$ cat src/rtl/framer_pkg.sv
package framer_pkg;

    localparam int FRAME_W = 32;
    localparam int DT_W    = 3;
    localparam int ADDR_W  = 7;
    localparam int REG_W   = 16;
    localparam int SMP_W   = 16;
    localparam int CH_W    = 12;
    localparam int CRC_W   = 4;
    localparam int STHI_W  = 8;
    localparam int STLO_W  = 3;

    typedef logic [DT_W-1:0] dtype_t;
    localparam dtype_t DT_REGULAR = '0;

    // Incoming command word, MSB first
    typedef struct packed {
        logic              wr;
        logic [ADDR_W-1:0] addr;
        logic [REG_W-1:0]  data;
        logic              sel;
        logic [2:0]        spare;
        logic [CRC_W-1:0]  check;
    } cmd_word_t;

endpackage

$ cat src/rtl/dout_frame_builder.sv
module dout_frame_builder
    import framer_pkg::*;
#(
    parameter int ERR_W = 8
) (
    input  dtype_t                 mode,
    input  logic                   cmd_sel,
    input  logic [REG_W-1:0]       rd_data,
    input  logic [SMP_W-1:0]       ch_a,
    input  logic [SMP_W-1:0]       ch_b,
    input  logic [STHI_W-1:0]      stat_hi,
    input  logic [STLO_W-1:0]      stat_sel0,
    input  logic [STLO_W-1:0]      stat_sel1,
    input  logic [ERR_W-1:0]       err_flags,
    input  logic [CRC_W-1:0]       crc_in,
    output logic [FRAME_W-1:0]     frame
);

    logic              err_sum;
    logic [STLO_W-1:0] stat_lo;
    logic [CH_W-1:0]   chan_a_trim;
    logic [CH_W-1:0]   chan_b_trim;
    logic              unused_low;

    always_comb begin
        err_sum     = |err_flags;
        stat_lo     = cmd_sel ? stat_sel1 : stat_sel0;
        chan_a_trim = ch_a[SMP_W-1 -: CH_W];
        chan_b_trim = ch_b[SMP_W-1 -: CH_W];
        if (mode == DT_REGULAR) begin
            frame = {err_sum, stat_hi, stat_lo, rd_data, crc_in};
        end else begin
            frame = {err_sum, stat_lo, chan_a_trim, chan_b_trim, crc_in};
        end
    end

    assign unused_low = ^{ch_a[SMP_W-CH_W-1:0], ch_b[SMP_W-CH_W-1:0]};

endmodule

$ cat src/rtl/dout_shifter.sv
module dout_shifter
    import framer_pkg::*;
(
    input  logic               clk,
    input  logic               rst_n,
    input  logic               sck,
    input  logic               cs_n,
    input  logic               sdi,
    input  logic [FRAME_W-1:0] frame_in,
    output logic               sdo,
    output logic               sdo_oe,
    output logic [FRAME_W-1:0] rx_word,
    output logic               commit
);

    localparam int CNT_W = $clog2(FRAME_W + 2);
    localparam logic [CNT_W-1:0] CNT_FULL = CNT_W'(FRAME_W);
    localparam logic [CNT_W-1:0] CNT_SAT  = CNT_W'(FRAME_W + 1);

    typedef struct packed {
        logic               sck;
        logic               cs_n;
        logic               active;
        logic [CNT_W-1:0]   cnt;
        logic [FRAME_W-1:0] tx;
        logic [FRAME_W-1:0] rx;
    } shift_state_t;

    shift_state_t st_d, st_q;
    logic cs_fall, cs_rise, sck_rise;

    always_comb begin
        st_d     = st_q;
        st_d.sck = sck;
        st_d.cs_n = cs_n;
        cs_fall  = st_q.cs_n & ~cs_n;
        cs_rise  = ~st_q.cs_n & cs_n;
        sck_rise = ~st_q.sck & sck;
        commit   = cs_rise & st_q.active & (st_q.cnt == CNT_FULL);
        if (cs_fall) begin
            st_d.active = 1'b1;
            st_d.cnt    = '0;
            st_d.tx     = frame_in;
            st_d.rx     = '0;
        end else if (cs_rise) begin
            st_d.active = 1'b0;
        end else if (st_q.active && !cs_n && sck_rise) begin
            st_d.tx = {st_q.tx[FRAME_W-2:0], 1'b0};
            st_d.rx = {st_q.rx[FRAME_W-2:0], sdi};
            if (st_q.cnt != CNT_SAT) begin
                st_d.cnt = st_q.cnt + 1'b1;
            end
        end
    end

    always_ff @(posedge clk) begin
        if (!rst_n) begin
            st_q        <= '0;
            st_q.cs_n   <= 1'b1;
        end else begin
            st_q        <= st_d;
        end
    end

    assign sdo     = st_q.tx[FRAME_W-1];
    assign sdo_oe  = st_q.active;
    assign rx_word = st_q.rx;

    AST_DESELECT_HIZ: assert property (@(posedge clk) disable iff (!rst_n)
        $past(cs_n) |-> !sdo_oe);

    AST_SHIFT_ORDER: assert property (@(posedge clk) disable iff (!rst_n)
        (st_q.active && !cs_n && !st_q.cs_n && !st_q.sck && sck)
        |=> (sdo == $past(st_q.tx[FRAME_W-2])));

endmodule

$ cat src/rtl/framer_mode_ctrl.sv
module framer_mode_ctrl
    import framer_pkg::*;
#(
    parameter logic [ADDR_W-1:0] MODE_ADDR = 7'h05
) (
    input  logic               clk,
    input  logic               rst_n,
    input  logic               commit,
    input  logic [FRAME_W-1:0] rx_word,
    output dtype_t             mode,
    output logic               cmd_sel,
    output logic [ADDR_W-1:0]  rd_addr
);

    typedef struct packed {
        dtype_t            mode;
        logic              sel;
        logic [ADDR_W-1:0] addr;
    } ctrl_state_t;

    ctrl_state_t ctl_d, ctl_q;
    cmd_word_t   cmd;
    logic        mode_wr;
    logic        unused_cmd;

    always_comb begin
        cmd     = cmd_word_t'(rx_word);
        mode_wr = cmd.wr && (cmd.addr == MODE_ADDR);
        ctl_d   = ctl_q;
        if (commit) begin
            ctl_d.sel  = cmd.sel;
            ctl_d.addr = cmd.addr;
            if (mode_wr) begin
                ctl_d.mode = cmd.data[DT_W-1:0];
            end
        end
    end

    always_ff @(posedge clk) begin
        if (!rst_n) begin
            ctl_q <= '0;
        end else begin
            ctl_q <= ctl_d;
        end
    end

    assign mode    = ctl_q.mode;
    assign cmd_sel = ctl_q.sel;
    assign rd_addr = ctl_q.addr;
    assign unused_cmd = ^{cmd.data[REG_W-1:DT_W], cmd.spare, cmd.check};

    AST_ABORT_HOLDS: assert property (@(posedge clk) disable iff (!rst_n)
        !commit |=> ($stable(mode) && $stable(cmd_sel) && $stable(rd_addr)));

    AST_MODE_STICKY: assert property (@(posedge clk) disable iff (!rst_n)
        (commit && !(rx_word[FRAME_W-1] && rx_word[30:24] == MODE_ADDR))
        |=> $stable(mode));

endmodule

$ cat src/rtl/spi_dout_framer.sv
module spi_dout_framer
    import framer_pkg::*;
#(
    parameter int                ERR_W     = 8,
    parameter logic [ADDR_W-1:0] MODE_ADDR = 7'h05
) (
    input  logic               clk,
    input  logic               rst_n,
    input  logic               sck,
    input  logic               cs_n,
    input  logic               sdi,
    output logic               sdo,
    output logic               sdo_oe,
    output logic [ADDR_W-1:0]  rd_addr,
    input  logic [REG_W-1:0]   rd_data,
    input  logic [SMP_W-1:0]   ch_a,
    input  logic [SMP_W-1:0]   ch_b,
    input  logic [STHI_W-1:0]  stat_hi,
    input  logic [STLO_W-1:0]  stat_sel0,
    input  logic [STLO_W-1:0]  stat_sel1,
    input  logic [ERR_W-1:0]   err_flags,
    input  logic [CRC_W-1:0]   crc_in
);

    dtype_t             mode;
    logic               cmd_sel;
    logic [FRAME_W-1:0] frame;
    logic [FRAME_W-1:0] rx_word;
    logic               commit;

    dout_frame_builder #(.ERR_W(ERR_W)) u_build (
        .mode      (mode),
        .cmd_sel   (cmd_sel),
        .rd_data   (rd_data),
        .ch_a      (ch_a),
        .ch_b      (ch_b),
        .stat_hi   (stat_hi),
        .stat_sel0 (stat_sel0),
        .stat_sel1 (stat_sel1),
        .err_flags (err_flags),
        .crc_in    (crc_in),
        .frame     (frame)
    );

    dout_shifter u_shift (
        .clk      (clk),
        .rst_n    (rst_n),
        .sck      (sck),
        .cs_n     (cs_n),
        .sdi      (sdi),
        .frame_in (frame),
        .sdo      (sdo),
        .sdo_oe   (sdo_oe),
        .rx_word  (rx_word),
        .commit   (commit)
    );

    framer_mode_ctrl #(.MODE_ADDR(MODE_ADDR)) u_ctrl (
        .clk     (clk),
        .rst_n   (rst_n),
        .commit  (commit),
        .rx_word (rx_word),
        .mode    (mode),
        .cmd_sel (cmd_sel),
        .rd_addr (rd_addr)
    );

    AST_ERR_SUMMARY: assert property (@(posedge clk) disable iff (!rst_n)
        ($fell(cs_n) && (|err_flags)) |=> (sdo && sdo_oe));

endmodule

$ cat config.mk
export PLATFORM = sky130hd
export DESIGN_NAME = spi_dout_framer
export DESIGN_NICKNAME = d
export VERILOG_FILES = /design/src/rtl/framer_pkg.sv /design/src/rtl/dout_frame_builder.sv /design/src/rtl/dout_shifter.sv /design/src/rtl/framer_mode_ctrl.sv /design/src/rtl/spi_dout_framer.sv
export SDC_FILE = /design/constraint.sdc
export NUM_CORES = 1
export LEC_CHECK = 0
export ABC_AREA = 1
export BUFFER_PORTS_ARGS = -buffer_cell sky130_fd_sc_hd__buf_2
export CAP_MARGIN = 20
export CORE_UTILIZATION = 30
export DETAILED_ROUTE_END_ITERATION = 10
export SYNTH_ARGS = -nofsm -noshare
export SYNTH_HDL_FRONTEND = slang
export SYNTH_SLANG_ARGS = --single-unit
$ cat constraint.sdc
create_clock -name clk -period 1.4 [get_ports clk]
set_input_delay 0 -clock clk [delete_from_list [all_inputs] [get_ports clk]]
set_output_delay 0 -clock clk [all_outputs]
set_load 0.02 [all_outputs]
==> run metrics <==
max-cap violations 0; average size of a mapped cell just under 7 um^2; Post-DRT Antenna Nets 0; placed inst area 4574 um^2; Inserted Diodes 0; row cnt 41; Net Count, Synth 665; Setup WS post-layout 0.01835 ns; static leakage 2.333 nW; period utilisation layout between 90% and 100%; crit path launch type flop; slew at the pin closest to its max-slew limit 0.4192 ns; post-synthesis instance total 581; clock latency on the worst-skew pair 0.34 ns; Detailed Routing Iterations Pass 1 5; sequential fraction of the synthesis area a little over two fifths; pwr dens approximately 1000 nW/um^2; RSZ-0062 raised after global routing true; CTS root buf clkbuf_16; hold depth 5; initial antenna violation count 0; WL per Instance between 10 and 15 um; CTS sink count 84; Post-Route WL 10460 um; starting density of the core 31.03%; min-delay worst type in -> reg; Final TNS setup 0 ns; Max transition margin ~72%; Worst setup EP type flop; Seq cells post-synth 84; Vias per Instance between 4 and 5; Crit Path Class reg -> reg; required time of the worst setup path 1.63 ns; cts bufs inserted 9; GRT overflow 0; Vias 3951; final setup violating endpoints 0; Fin. Hold Viols 0; FF-to-FF path depth 9; Clock Skews 0.006204 ns; Total GRT Usage 15.40%; filler instances 1322; CTS tree yes; Clock H-tree levels 3; Design Area, Final 5421 um^2; I/O Buffers 79; commonest non-fill, non-tap cell in the layout nand2_1; Die Footprint ~14000 um^2; Layout Nets 764; chip width 116.7 um; Register Area 1685 um^2; worst vdd ir 0.5356 mV; Place WS -0.1224 ns; total power roughly 5.6 mW; most frequent cells in the layout nand2_1, nor2_1, dfxtp_1; status finished, final reports clean; Synth cell types 28; area of the multi-input gates 2147 um^2; HPWL after detailed placement 6751 um; Remaining DRCs 0; Detailed Route Iter0 Violations between 100 and 150; crit-path max FO 10; Core Region around 13000 um^2; fmax 0.7238 GHz; Syn-to-layout area delta 37.34%; Ports 88; layout cell share with drive strength beyond 1 about 29%; mapped cell area 3948 um^2; Clock transition at path regs 0.06 ns; Final Core Density 42.61%; Final min period 1.382 ns; YS warnings 0; wire length of the first global-routing pass 16280 um; clk buf depth 2; largest net degree at the start of global routing 45; crit path DAT 1.61 ns; Pins Over Slew Limit 0; final weighted congestion in routability-driven placement approximately 0.77; vias in the first global route 3702; Die H 116.7 um
-- where the power goes --
| group | switching [mW] | internal, mW |
|---|---|---|
| clock network | 0.970 | 1.39 |
| logic | 0.392 | 0.338 |
| registers | 0.0489 | 2.48 |
-- cells in the mapped netlist, drive strengths merged --
cell | instances | area (um^2)
dfxtp | 84 | 1682
inv | 39 | 146.4
nand2 | 140 | 543.0
nor2 | 127 | 503.0
buf | 24 | 163.9
xor2 | 3 | 26.28
o21ai | 80 | 400.4
o211a | 1 | 10.01
clkbuf | 8 | 30.03
clkinv | 1 | 5.000
ha | 5 | 62.56
nand4 | 5 | 31.28
nand3b | 1 | 7.510
a21oi | 51 | 259.0
nand3 | 11 | 72.57
nor3 | 1 | 5.000
-- final cells by class --
cell class	count	area share, %
Multi-Input combinational cell	426	39.60
Sequential cell	84	31.09
Timing Repair Buffer	119	16.82
Clock buffer	11	4.293
Tap cell	172	3.970
Inverter	40	3.093
Clock inverter	5	1.131
-- critical path: stages, from the launching register on --
cell and delay, ns:
dfxtp_2 0.33, inv_2 0.04, ha_4 0.16, inv_4 0.07, nand3_4 0.13, nand2_8 0.17, buf_12 0.14, nand2_1 0.06
nor2_1 0.11, nor2_1 0.05
-- metal layers --
| layer | wire (um) | GRT usage (%) | vias up | share of wire [%] |
|---|---|---|---|---|
| li1 | - | - | 2054 | - |
| met1 | 4658 | 17.57 | 1806 | 45 |
| met2 | 5231 | 28.01 | 80 | 50 |
| met3 | 436 | 3.425 | 11 | 4.2 |
| met4 | 129 | 5.654 | 0 | 1.2 |
| met5 | 0 | 0 | - | 0 |
-- sequential cells by signal, summed over array words and instances (netlist names) --
signal	flops
u_shift.rx_word	32
u_ctrl.rd_addr	7
u_shift.st_q	39
u_shift.sdo	1
u_ctrl.cmd_sel	1
u_shift.sdo_oe	1
u_ctrl.mode	3
-- kinds of logic after synthesis --
kind of cell	count (synthesis)	synth area share (%)
buffers and inverters	72	8.748
AO/OA/AOI/OAI	132	16.96
flip-flops	84	42.60
adder cells (fa/ha/maj)	5	1.585
XOR/XNOR	3	0.6657
AND/OR/NAND/NOR	285	29.45
-- metrics by stage --
step | instances | hold slack, ns
6_report | 857 | 0.03161
5_1_grt | 857 | 0.07471
4_1_cts | 849 | 0.01295
3_5_place_dp | 818 | 0.2101
3_3_place_gp | 818 | 0.2011
2_1_floorplan | 581 | 0.09763
-- path summary, 6_finish.rpt --
| kind | endpoint | start | slack, ns |
|---|---|---|---|
| worst max-delay path | u_shift.st_q[37]$_SDFFE_PN0P_ | u_shift.st_q[71]$_SDFF_PN1_ | 0.02 |
| worst min-delay path | u_shift.st_q[48]$_SDFFE_PN0P_ | ch_a[4] | 0.03 |
| worst max register to register | u_shift.st_q[37]$_SDFFE_PN0P_ | u_shift.st_q[71]$_SDFF_PN1_ | 0.02 |
| worst min register to register | u_shift.rx_word[23]$_SDFFE_PP0P_ | u_shift.rx_word[22]$_SDFFE_PP0P_ | 0.46 |
-- repair_timing --
item,in CTS,in global routing
gates resized for setup,21,80
pin swaps,5,27
gates cloned,3,5
endpoints found under the setup margin,64,76
hold endpoints to repair,8,0
hold buffers,8,0
buffers inserted,4,4
Power figures use the tool's default switching activity.
